### config.mk
export PLATFORM = sky130hd
export DESIGN_NAME = muller_ctl
export DESIGN_NICKNAME = d
export VERILOG_FILES = /design/src/rtl/mp_pkg.sv /design/src/rtl/mp_celem.sv /design/src/rtl/mp_stage_chain.sv /design/src/rtl/mp_status.sv /design/src/rtl/muller_ctl.sv
export SDC_FILE = /design/constraint.sdc
export NUM_CORES = 1
export LEC_CHECK = 0
export ABC_AREA = 1
export BUFFER_PORTS_ARGS = -buffer_cell sky130_fd_sc_hd__buf_2
export CORE_AREA = 10 10 47 49
export CTS_BUF_LIST = sky130_fd_sc_hd__clkbuf_16
export CTS_CLUSTER_SIZE = 10
export DETAILED_ROUTE_END_ITERATION = 8
export DIE_AREA = 0 0 57 59
export PLACE_DENSITY_LB_ADDON = 0.25
export SLEW_MARGIN = 30
export SYNTH_ARGS = -nofsm -noshare
export SYNTH_HDL_FRONTEND = slang
export SYNTH_SLANG_ARGS = --single-unit
### constraint.sdc
create_clock -name clk -period 2.3 [get_ports clk]
set_clock_uncertainty 0.15 [all_clocks]
set_input_delay 0 -clock clk [delete_from_list [all_inputs] [get_ports clk]]
set_output_delay 0 -clock clk [all_outputs]
set_load 0.02 [all_outputs]
### src/rtl/mp_pkg.sv
package mp_pkg;

  // Width needed to hold a count from 0 to n inclusive.
  function automatic int occ_width(input int n);
    return $clog2(n + 1);
  endfunction

  // C-element next state: follow the inputs when they agree, else keep.
  function automatic logic celem_next(input logic a, input logic b, input logic q);
    return (a == b) ? a : q;
  endfunction

  // One neighbour comparison: 1 marks an event in flight between them.
  function automatic logic pair_differs(input logic left, input logic right);
    return left ^ right;
  endfunction

endpackage

### src/rtl/mp_celem.sv
module mp_celem #(
  parameter bit INIT = 1'b0
) (
  input  logic clk,
  input  logic rst_n,
  input  logic a,
  input  logic b,
  output logic q
);

  always_ff @(posedge clk) begin
    if (!rst_n) q <= INIT;
    else        q <= mp_pkg::celem_next(a, b, q);
  end

endmodule

### src/rtl/mp_stage_chain.sv
module mp_stage_chain #(
  parameter int STAGES   = 4,
  parameter bit INIT_ONE = 1'b0
) (
  input  logic              clk,
  input  logic              rst_n,
  input  logic              req_in,
  input  logic              ack_out,
  output logic [STAGES-1:0] stage_q
);

  localparam int LAST = STAGES - 1;

  // Named neighbour views: what each stage sees on its two sides.
  logic [STAGES-1:0] pred_w;
  logic [STAGES-1:0] succ_w;

  for (genvar k = 0; k < STAGES; k++) begin : g_stage
    if (k == 0) begin : g_head
      assign pred_w[k] = req_in;
    end else begin : g_body_pred
      assign pred_w[k] = stage_q[k-1];
    end

    if (k == LAST) begin : g_tail
      assign succ_w[k] = ack_out;
    end else begin : g_body_succ
      assign succ_w[k] = stage_q[k+1];
    end

    mp_celem #(.INIT(INIT_ONE)) u_celem (
      .clk   (clk),
      .rst_n (rst_n),
      .a     (pred_w[k]),
      .b     (~succ_w[k]),
      .q     (stage_q[k])
    );
  end

endmodule

### src/rtl/mp_status.sv
module mp_status #(
  parameter int STAGES = 4,
  localparam int OCC_W = mp_pkg::occ_width(STAGES)
) (
  input  logic [STAGES-1:0] stage_q,
  input  logic              ack_out,
  output logic              empty,
  output logic              full,
  output logic [OCC_W-1:0]  occupancy
);

  localparam int LAST = STAGES - 1;

  // diff_w[k] compares stage k with its right neighbour; the last entry
  // compares the final stage with the right-side acknowledge.
  logic [STAGES-1:0] diff_w;

  for (genvar k = 0; k < STAGES; k++) begin : g_pair
    if (k == LAST) begin : g_edge
      assign diff_w[k] = mp_pkg::pair_differs(stage_q[k], ack_out);
    end else begin : g_inner
      assign diff_w[k] = mp_pkg::pair_differs(stage_q[k], stage_q[k+1]);
    end
  end

  always_comb begin
    occupancy = '0;
    for (int k = 0; k < STAGES; k++) begin
      occupancy = occupancy + OCC_W'(diff_w[k]);
    end
  end

  assign empty = ~|diff_w;
  assign full  = &diff_w[LAST-1:0];

endmodule

### src/rtl/muller_ctl.sv
module muller_ctl #(
  parameter int STAGES   = 4,
  parameter bit INIT_ONE = 1'b0
) (
  input  logic                                  clk,
  input  logic                                  rst_n,
  input  logic                                  req_in,
  output logic                                  ack_in,
  output logic                                  req_out,
  input  logic                                  ack_out,
  output logic                                  empty,
  output logic                                  full,
  output logic [mp_pkg::occ_width(STAGES)-1:0]  occupancy
);

  logic [STAGES-1:0] stage_q;

  mp_stage_chain #(.STAGES(STAGES), .INIT_ONE(INIT_ONE)) u_chain (
    .clk     (clk),
    .rst_n   (rst_n),
    .req_in  (req_in),
    .ack_out (ack_out),
    .stage_q (stage_q)
  );

  mp_status #(.STAGES(STAGES)) u_status (
    .stage_q   (stage_q),
    .ack_out   (ack_out),
    .empty     (empty),
    .full      (full),
    .occupancy (occupancy)
  );

  assign ack_in  = stage_q[0];
  assign req_out = stage_q[STAGES-1];

endmodule

* After elaboration in Yosys (flattened, before gate mapping)
Index checks and enable logic that the tools add are counted.
** Storage, ports and cells
- Bits in read-only memories :: 0
- Memory bits (writable) :: 0
- Bits of input ports :: 4
- Output and inout port bits :: 7
- Register bits after elaboration :: 4
- Latch bits :: 0
- Memories :: 0
** Cells by class
- $add $sub $neg :: 3
- Reductions and logical operators :: 3
- $mul :: 0
- Shifts and indexed selects :: 0
- Div/mod/pow operators :: 0
- Magnitude comparators :: 0
- Eq/ne operators :: 4
- Bitwise operators :: 8
- Mux-type cells :: 0
** Operators with widths (count)
- adder 3 x 1 -> 3 bit :: 2
- == test 1 bit :: 4
- inverter 1 bit :: 4
- OR reduction 4 bit :: 1
- XOR 1 bit :: 4
- AND reduction 3 bit :: 1
- adder 1 x 1 -> 2 bit :: 1
- zero test 1 bit :: 1

* Depth between registers and ports, before layout
Gate-level depths: netlist of run 1.
- Depth in word-level cells :: 4
- Depth in mapped cells :: 9
- Gate-level depth less buffers :: 9

* By module
Synthesis of run 1 repeated with hierarchy kept, for this count alone.
** Unflattened totals
- Cells, all modules :: 43
- Area total of the unflattened synthesis :: 310.3 um^2
** By module, submodules not included
- mp_status :: sequential area each 0.0 um^2, cells each 23, instances 1, area each 160.2 um^2
- mp_celem :: sequential area each 20.0 um^2, cells each 4, instances 4, area each 33.8 um^2
- mp_stage_chain :: sequential area each 0.0 um^2, cells each 4, instances 1, area each 15.0 um^2

* Worst setup path after synthesis of run 1
OpenSTA, ideal clock, no wires.
- Path type :: reg2out
- Start :: register u_chain.g_stage[0].u_celem.q
- End :: output port occupancy[1] (netlist name)
- Slack :: 0.422 ns
- Arrival time :: 1.728 ns
- Cell stages (with the launch flop) :: 9
- Path through :: dfxtp_1 inv_1 nor2_1 nor2_1 ha_1 inv_1 fa_1 inv_1 ha_1
** On the way
- Longest elaborated chain between the ends :: 4
** RTL lines
- start, declared :: line mp_celem.sv:8 : output logic q
- start signal, assigned :: line mp_celem.sv:13 : else q <= mp_pkg::celem_next(a, b, q);
- XOR 1 bit :: line mp_pkg.sv:15 : return left ^ right;
- adder 1 x 1 -> 2 bit :: line mp_status.sv:29 : occupancy = occupancy + OCC_W'(diff_w[k]);
- adder 3 x 1 -> 3 bit (2 in a row) :: line mp_status.sv:29
- end, declared :: line muller_ctl.sv:13 : output logic [mp_pkg::occ_width(STAGES)-1:0] occupancy
No other way between the ends.

* Worst setup path in the final report of run 1
- Start :: register u_chain.g_stage[2].u_celem.q
- End :: output port occupancy[1] (netlist name)
** On the way
- Longest elaborated chain between the ends :: 4
- Elaborated cells between the ends (all ways) :: 5
- Those cells by class :: add/sub (3); bitwise (2)
** RTL lines (line)
- start, declared :: mp_celem.sv:8
- start signal, assigned :: mp_celem.sv:13
- XOR 1 bit :: mp_pkg.sv:15
- adder 1 x 1 -> 2 bit :: mp_status.sv:29
- adder 3 x 1 -> 3 bit * (2 in a row) :: mp_status.sv:29
Mark *: on every way between the ends. The rest lies on a longest branch, timed or not.

==> results.tsv, run 1 <==
stage	metric	value	unit
sta	tightest_slew	0.184	ns
finish	diodes	0	
grt	grt_util_met1	0.0561	
worst_setup_path	cp_top_family	adder cells	
finish	syn2layout_area_growth	66.0	%
route	drt_iter0_markers	2	
sta	period_minus_slack	2.15	ns
worst_setup_path	cp-end-kind	output port	
clock_tree	h-tree-depth	1	
finish	nets	76	
clock_tree	cts_tree	done	
finish	top_register	u_chain.g_stage.u_celem.q	
worst_hold_path	hold_start	u_chain.g_stage[3].u_celem.q	
worst_setup_path	cp.required	2.15	ns
worst_setup_path	crit_type	register to output port	
route	dr.pass1.iters	2	
finish	largest_register_ff_count	4	
grt	grt_use_met3	0.0408	
grt	top_usage_layer	met2	
grt	grt_pass1_wl	1350	microns
clock_tree	post_cts_buffers	0	
floorplan	fp.dieW	57	microns
route	post_drt_wl_per_cell	8.55	microns
grt	grt_max_degree	8	
floorplan	rows	14	
finish	drive_above_1_share	0.212	
synth	yosys_warnings	0	
route	drcViolationCount	0	
sta	setup_viol	0	
sta	finalCritPeriodShare	0.936	
sta	rsz0062_at_grt	no	
route	dr_total_vias	319	
floorplan	core	1400	sq um
worst_setup_path	r2r_end	u_chain.g_stage[3].u_celem.q	
synth	syn-num-nets	56	
grt	antenna_found_initial	0	
worst_setup_path	path_buf_inv	5	
sta	slew_viol_final	0	
grt	grt_overflow_total	0	
route	via_per_inst	3.89	
worst_setup_path	crit_fanout	6	
worst_setup_path	crit_top_cell	inv_1	
sta	finalHoldViolCount	0	
pwr	vdd.ir_drop.worst	0.517	mV
sta	fmax	465	MHz
worst_hold_path	hp-class	register to register	
finish	top_regs	u_chain.g_stage.u_celem.q (4)	
worst_setup_path	crit_end	occupancy[1]	
synth	synth_area	298	sq um
worst_setup_path	r2r_start	u_chain.g_stage[3].u_celem.q	
route	wirelength	701	microns
grt	grt_use_met2	0.0713	
worst_setup_path	r2r_slack	0.83	ns
sta	fin_tns_setup	0	ns
worst_setup_path	slowest_stage	fa_1	
worst_setup_path	cp-start-kind	register	
worst_setup_path	reg2reg_depth	5	
worst_setup_path	max_stage_delay	0.37	ns
clock_tree	path_clk_slew	0.03	ns
grt	grt_pass1_vias	338	
grt	grtUsageTotal	0.0498	
place	dp_hpwl	536	microns
pwr	p_per_area	967	nW/um^2
place	gp_congestion	0.685	
pwr	total_leakage_power	0.295	nW
clock_tree	root_buffer	clkbuf_16	
floorplan	die_y	59	microns
finish	final_core_util	0.353	
clock_tree	clock_sinks	4	
worst_setup_path	worstPathCellList	nand2_1, inv_1, nor2_1, inv_1, ha_1, inv_1, fa_1, inv_1, ha_1, buf_2	
route	ant_nets	0	
clock_tree	numCtsBuffers	3	
synth	syn_area_per_cell	6.20	sq um
synth	ys_ff_latch	4	
floorplan	die_area	3360	sq um
floorplan	start_util	0.213	
worst_setup_path	worstPathArrival	2.00	ns
clock_tree	clock_path_buffers	2	
synth	synthCells	48	
sta	slew_headroom	0.877	
clock_tree	clk_latency	0.22	ns
status	status	finished, final reports clean	
worst_setup_path	crit_start	u_chain.g_stage[2].u_celem.q	
floorplan	ios	11	
synth	netlist-cell-type-count	10	
run	cap_viol_max_count	0	
worst_setup_path	path_depth	10	
synth	seq_area_frac_synth	0.269	
place	numPortBuffers	10	
## synth_stat cells
library cell | number | area, sq um
a21oi_1 | 3 | 15.0
and2_1 | 1 | 6.26
dfxtp_1 | 4 | 80.1
fa_1 | 1 | 20.0
ha_1 | 3 | 37.5
inv_1 | 13 | 48.8
nand2_1 | 9 | 33.8
nand3_1 | 1 | 5.00
nor2_1 | 11 | 41.3
o21ai_0 | 2 | 10.0
## stage by stage
step | std cells | setup WS [ns] | hold slack [ns] | power [mW] | cell area, sq um
finish | 82 | 0.148 | 0.374 | 0.478 | 494
floorplan | 48 | 0.422 | -0.0630 | 0.173 | 298
global route | 82 | 0.000865 | 0.408 | 0.515 | 494
CTS | 82 | 0.0789 | 0.376 | 0.487 | 493
global placement | 74 | 0.347 | 0.0619 | 0.207 | 368
detailed placement | 74 | 0.334 | 0.0640 | 0.208 | 368
## cell type report
type                            instances  area (sq um)
Clock buffer                            3          75.1
Inverter                               13          48.8
Sequential cell                         4          81.3
Multi-Input combinational cell         31           169
Tap cell                               16          20.0
Timing Repair Buffer                   15           100
Fill cell                             171           907
## how the worst min path moves through the flow
| stage | endpoint | slack (ns) | depth (start not counted) |
|---|---|---|---|
| floorplan | u_chain.g_stage[3].u_celem.q | -0.06 | 1 |
| global placement | u_chain.g_stage[3].u_celem.q | 0.06 | 2 |
| detailed placement | u_chain.g_stage[3].u_celem.q | 0.06 | 2 |
| CTS | u_chain.g_stage[2].u_celem.q | 0.38 | 1 |
| global route | u_chain.g_stage[2].u_celem.q | 0.41 | 1 |
| finish | u_chain.g_stage[2].u_celem.q | 0.37 | 1 |
## where the power goes
part / switching, mW / internal [mW]
sequential: 0.00823 / 0.0768
clock: 0.0444 / 0.222
combinational: 0.0779 / 0.0490
total: 0.130 / 0.347
## layer usage
layer  wire length [microns]  share of wire
met4                       0              0
met5                       0              0
met2                     272           0.39
met1                     353           0.50
met3                      75           0.11
## cells by family after synthesis
kind of cell	count (synthesis)	share of synthesized area
and+or+nand+nor	22	0.290
AOI/OAI and AO/OA	5	0.0840
DFF	4	0.269
adders and majority gates	4	0.193
buffers and inverters	13	0.164
## what timing repair did
| item | 4_1_cts | 5_1_grt |
|---|---|---|
| resized for setup | 0 | 1 |
| endpoints found under the setup margin | 0 | 1 |
| endpoints found under the hold margin | 4 | 0 |
| hold buffers | 5 | 0 |
## layout by cell type (no fill, tap or decap)
master         count
inv_1             13
buf_2             10
nand2_1            9
nor2_1            11
dfxtp_1            3
dfxtp_2            1
a21oi_1            3
nand3_1            1
dlygate4sd3_1      5
ha_1               3
and2_1             1
fa_1               1
clkbuf_16          3
o21ai_0            2
Power figures use the tool's default switching activity.
==> run 2: changes to the inputs <==
Settings changed: CELL_PAD_IN_SITES_DETAIL_PLACEMENT set to 0, CELL_PAD_IN_SITES_GLOBAL_PLACEMENT set to 1.
==> results.tsv, run 2 (synthesized netlist as in run 1, its figures left out) <==
stage	metric	value	unit	change
finish	top_register	u_chain.g_stage.u_celem.q		unchanged
sta	tightest_slew	0.181	ns	was 0.184 ns
clock_tree	clk_latency	0.22	ns	about the same
pwr	total_leakage_power	0.295	nW	about the same
worst_setup_path	r2r_start	u_chain.g_stage[3].u_celem.q		unchanged
worst_setup_path	path_depth	10		unchanged
worst_setup_path	cp_top_family	adder cells		unchanged
floorplan	rows	14		unchanged
sta	finalHoldViolCount	0		unchanged
worst_setup_path	cp-start-kind	register		unchanged
clock_tree	path_clk_slew	0.03	ns	about the same
worst_setup_path	cp.required	2.15	ns	about the same
grt	grt_overflow_total	0		unchanged
worst_hold_path	hold_start	u_chain.g_stage[3].u_celem.q		unchanged
sta	slew_headroom	0.879		was 0.877
worst_setup_path	max_stage_delay	0.38	ns	was 0.37 ns
pwr	p_per_area	956	nW/um^2	was 967 nW/um^2
finish	fillers	160		was 171
grt	grt_pass1_vias	307		was 338
pwr	vdd.ir_drop.worst	0.674	mV	was 0.517 mV
finish	multi_input_area	171	sq um	was 169 sq um
clock_tree	clock_path_buffers	2		unchanged
route	drcViolationCount	0		unchanged
worst_setup_path	crit_type	register to output port		unchanged
route	dr_total_vias	320		was 319
route	dr.pass1.iters	2		unchanged
worst_setup_path	crit_fanout	6		unchanged
worst_setup_path	r2r_slack	0.84	ns	was 0.83 ns
finish	diodes	0		unchanged
sta	finalCritPeriodShare	0.919		was 0.936
route	post_drt_wl_per_cell	8.45	microns	was 8.55 microns
route	wirelength	693	microns	was 701 microns
clock_tree	numCtsBuffers	3		unchanged
floorplan	die_y	59	microns	unchanged
grt	antenna_found_initial	0		unchanged
route	drt_iter0_markers	3		was 2
place	dp_hpwl	540	microns	was 536 microns
floorplan	start_util	0.213		unchanged
worst_hold_path	hp-class	register to register		unchanged
place	numPortBuffers	10		unchanged
finish	nets	76		unchanged
finish	drive_above_1_share	0.242		was 0.212
floorplan	die_area	3360	sq um	unchanged
floorplan	fp.dieW	57	microns	unchanged
worst_setup_path	worstPathCellList	nand2_1, inv_1, nor2_2, inv_1, ha_1, inv_1, fa_1, inv_1, ha_1, buf_2		was nand2_1, inv_1, nor2_1, inv_1, ha_1, inv_1, fa_1, inv_1, ha_1, buf_2
clock_tree	root_buffer	clkbuf_16		unchanged
place	dp_cells	74		unchanged
status	status	finished, final reports clean		unchanged
clock_tree	post_cts_buffers	0		unchanged
finish	final_cell_mix	inv_1 (13), nor2_1 (10), buf_2 (10)		was inv_1 (13), nor2_1 (11), buf_2 (10)
grt	grt_max_degree	8		unchanged
worst_setup_path	cp-end-kind	output port		unchanged
worst_setup_path	crit_top_cell	inv_1		unchanged
worst_hold_path	worstHoldPathCells	1		unchanged
sta	fin_tns_setup	0	ns	unchanged
place	gp_congestion	0.665		was 0.685
route	via_per_inst	3.90		was 3.89
clock_tree	cts_tree	done		unchanged
sta	setup_viol	0		unchanged
finish	largest_register_ff_count	4		unchanged
worst_setup_path	reg2reg_depth	5		unchanged
floorplan	ios	11		unchanged
clock_tree	h-tree-depth	1		unchanged
grt	grt_pass1_wl	1200	microns	was 1350 microns
run	cap_viol_max_count	0		unchanged
sta	fmax	473	MHz	was 465 MHz
sta	rsz0062_at_grt	no		unchanged
finish	top_regs	u_chain.g_stage.u_celem.q (4)		unchanged
sta	slew_viol_final	0		unchanged
worst_setup_path	worstPathArrival	1.96	ns	was 2.00 ns
grt	grtUsageTotal	0.0467		was 0.0498
finish	layout_commonest_cell	inv_1		unchanged
worst_setup_path	slowest_stage	fa_1		unchanged
sta	period_minus_slack	2.11	ns	was 2.15 ns
clock_tree	clock_sinks	4		unchanged
worst_hold_path	hold_end	u_chain.g_stage[2].u_celem.q		unchanged
finish	regArea	82.6	sq um	was 81.3 sq um
worst_setup_path	path_buf_inv	5		unchanged
finish	syn2layout_area_growth	67.2	%	was 66.0%
finish	fin_cells	82		unchanged
floorplan	core	1400	sq um	unchanged
route	ant_nets	0		unchanged
worst_setup_path	r2r_end	u_chain.g_stage[3].u_celem.q		unchanged
run 2: cell types whose count changed in the layout (fill, tap and decap cells not counted):
| cell | delta |
|---|---|
| dfxtp_1 | -1 |
| dfxtp_2 | +1 |
| nor2_1 | -1 |
| nor2_2 | +1 |
run 2: routing by layer:
layer,track usage,vias up,wire length [microns]
li1,-,178,-
met1,0.0416,133,308
met2,0.0682,9,283
met3,0.0558,0,101
met4,0.0101,0,0
met5,0,-,0
run 2: power by group:
group,switching (mW),internal [mW]
sequential,0.00838,0.0772
clock,0.0434,0.222
combinational,0.0766,0.0490
run 2: worst max path at each step:
stage,endpoint,start
2_1_floorplan,occupancy[1],u_chain.g_stage[0].u_celem.q
3_3_place_gp,occupancy[1],u_chain.g_stage[1].u_celem.q
3_5_place_dp,occupancy[1],u_chain.g_stage[1].u_celem.q
4_1_cts,occupancy[1],u_chain.g_stage[1].u_celem.q
5_1_grt,occupancy[1],u_chain.g_stage[0].u_celem.q
6_report,occupancy[1],u_chain.g_stage[2].u_celem.q
run 2: area by class of cell:
class                      count  share of cell area
sequential                     4               0.166
tap                           16              0.0402
inverter                      13              0.0980
multi-input combinational     31               0.344
clock buffer                   3               0.151
timing repair buffer          15               0.201
run 2: timing repair:
item,CTS,global route
gates resized for setup,0,3
hold endpoints to repair,4,0
hold buffers,5,0
endpoints found under the setup margin,0,1
run 2: stage by stage:
step	util	worst slack, ns	cell area, sq um	hold slack (ns)	power, mW
2_1_floorplan	-	0.422	298	-0.0630	0.173
3_3_place_gp	0.263	0.324	368	0.0683	0.207
3_5_place_dp	0.263	0.324	368	0.0641	0.207
4_1_cts	0.352	0.0865	493	0.361	0.483
5_1_grt	0.355	0.00304	498	0.402	0.510
6_report	0.355	0.187	498	0.361	0.476
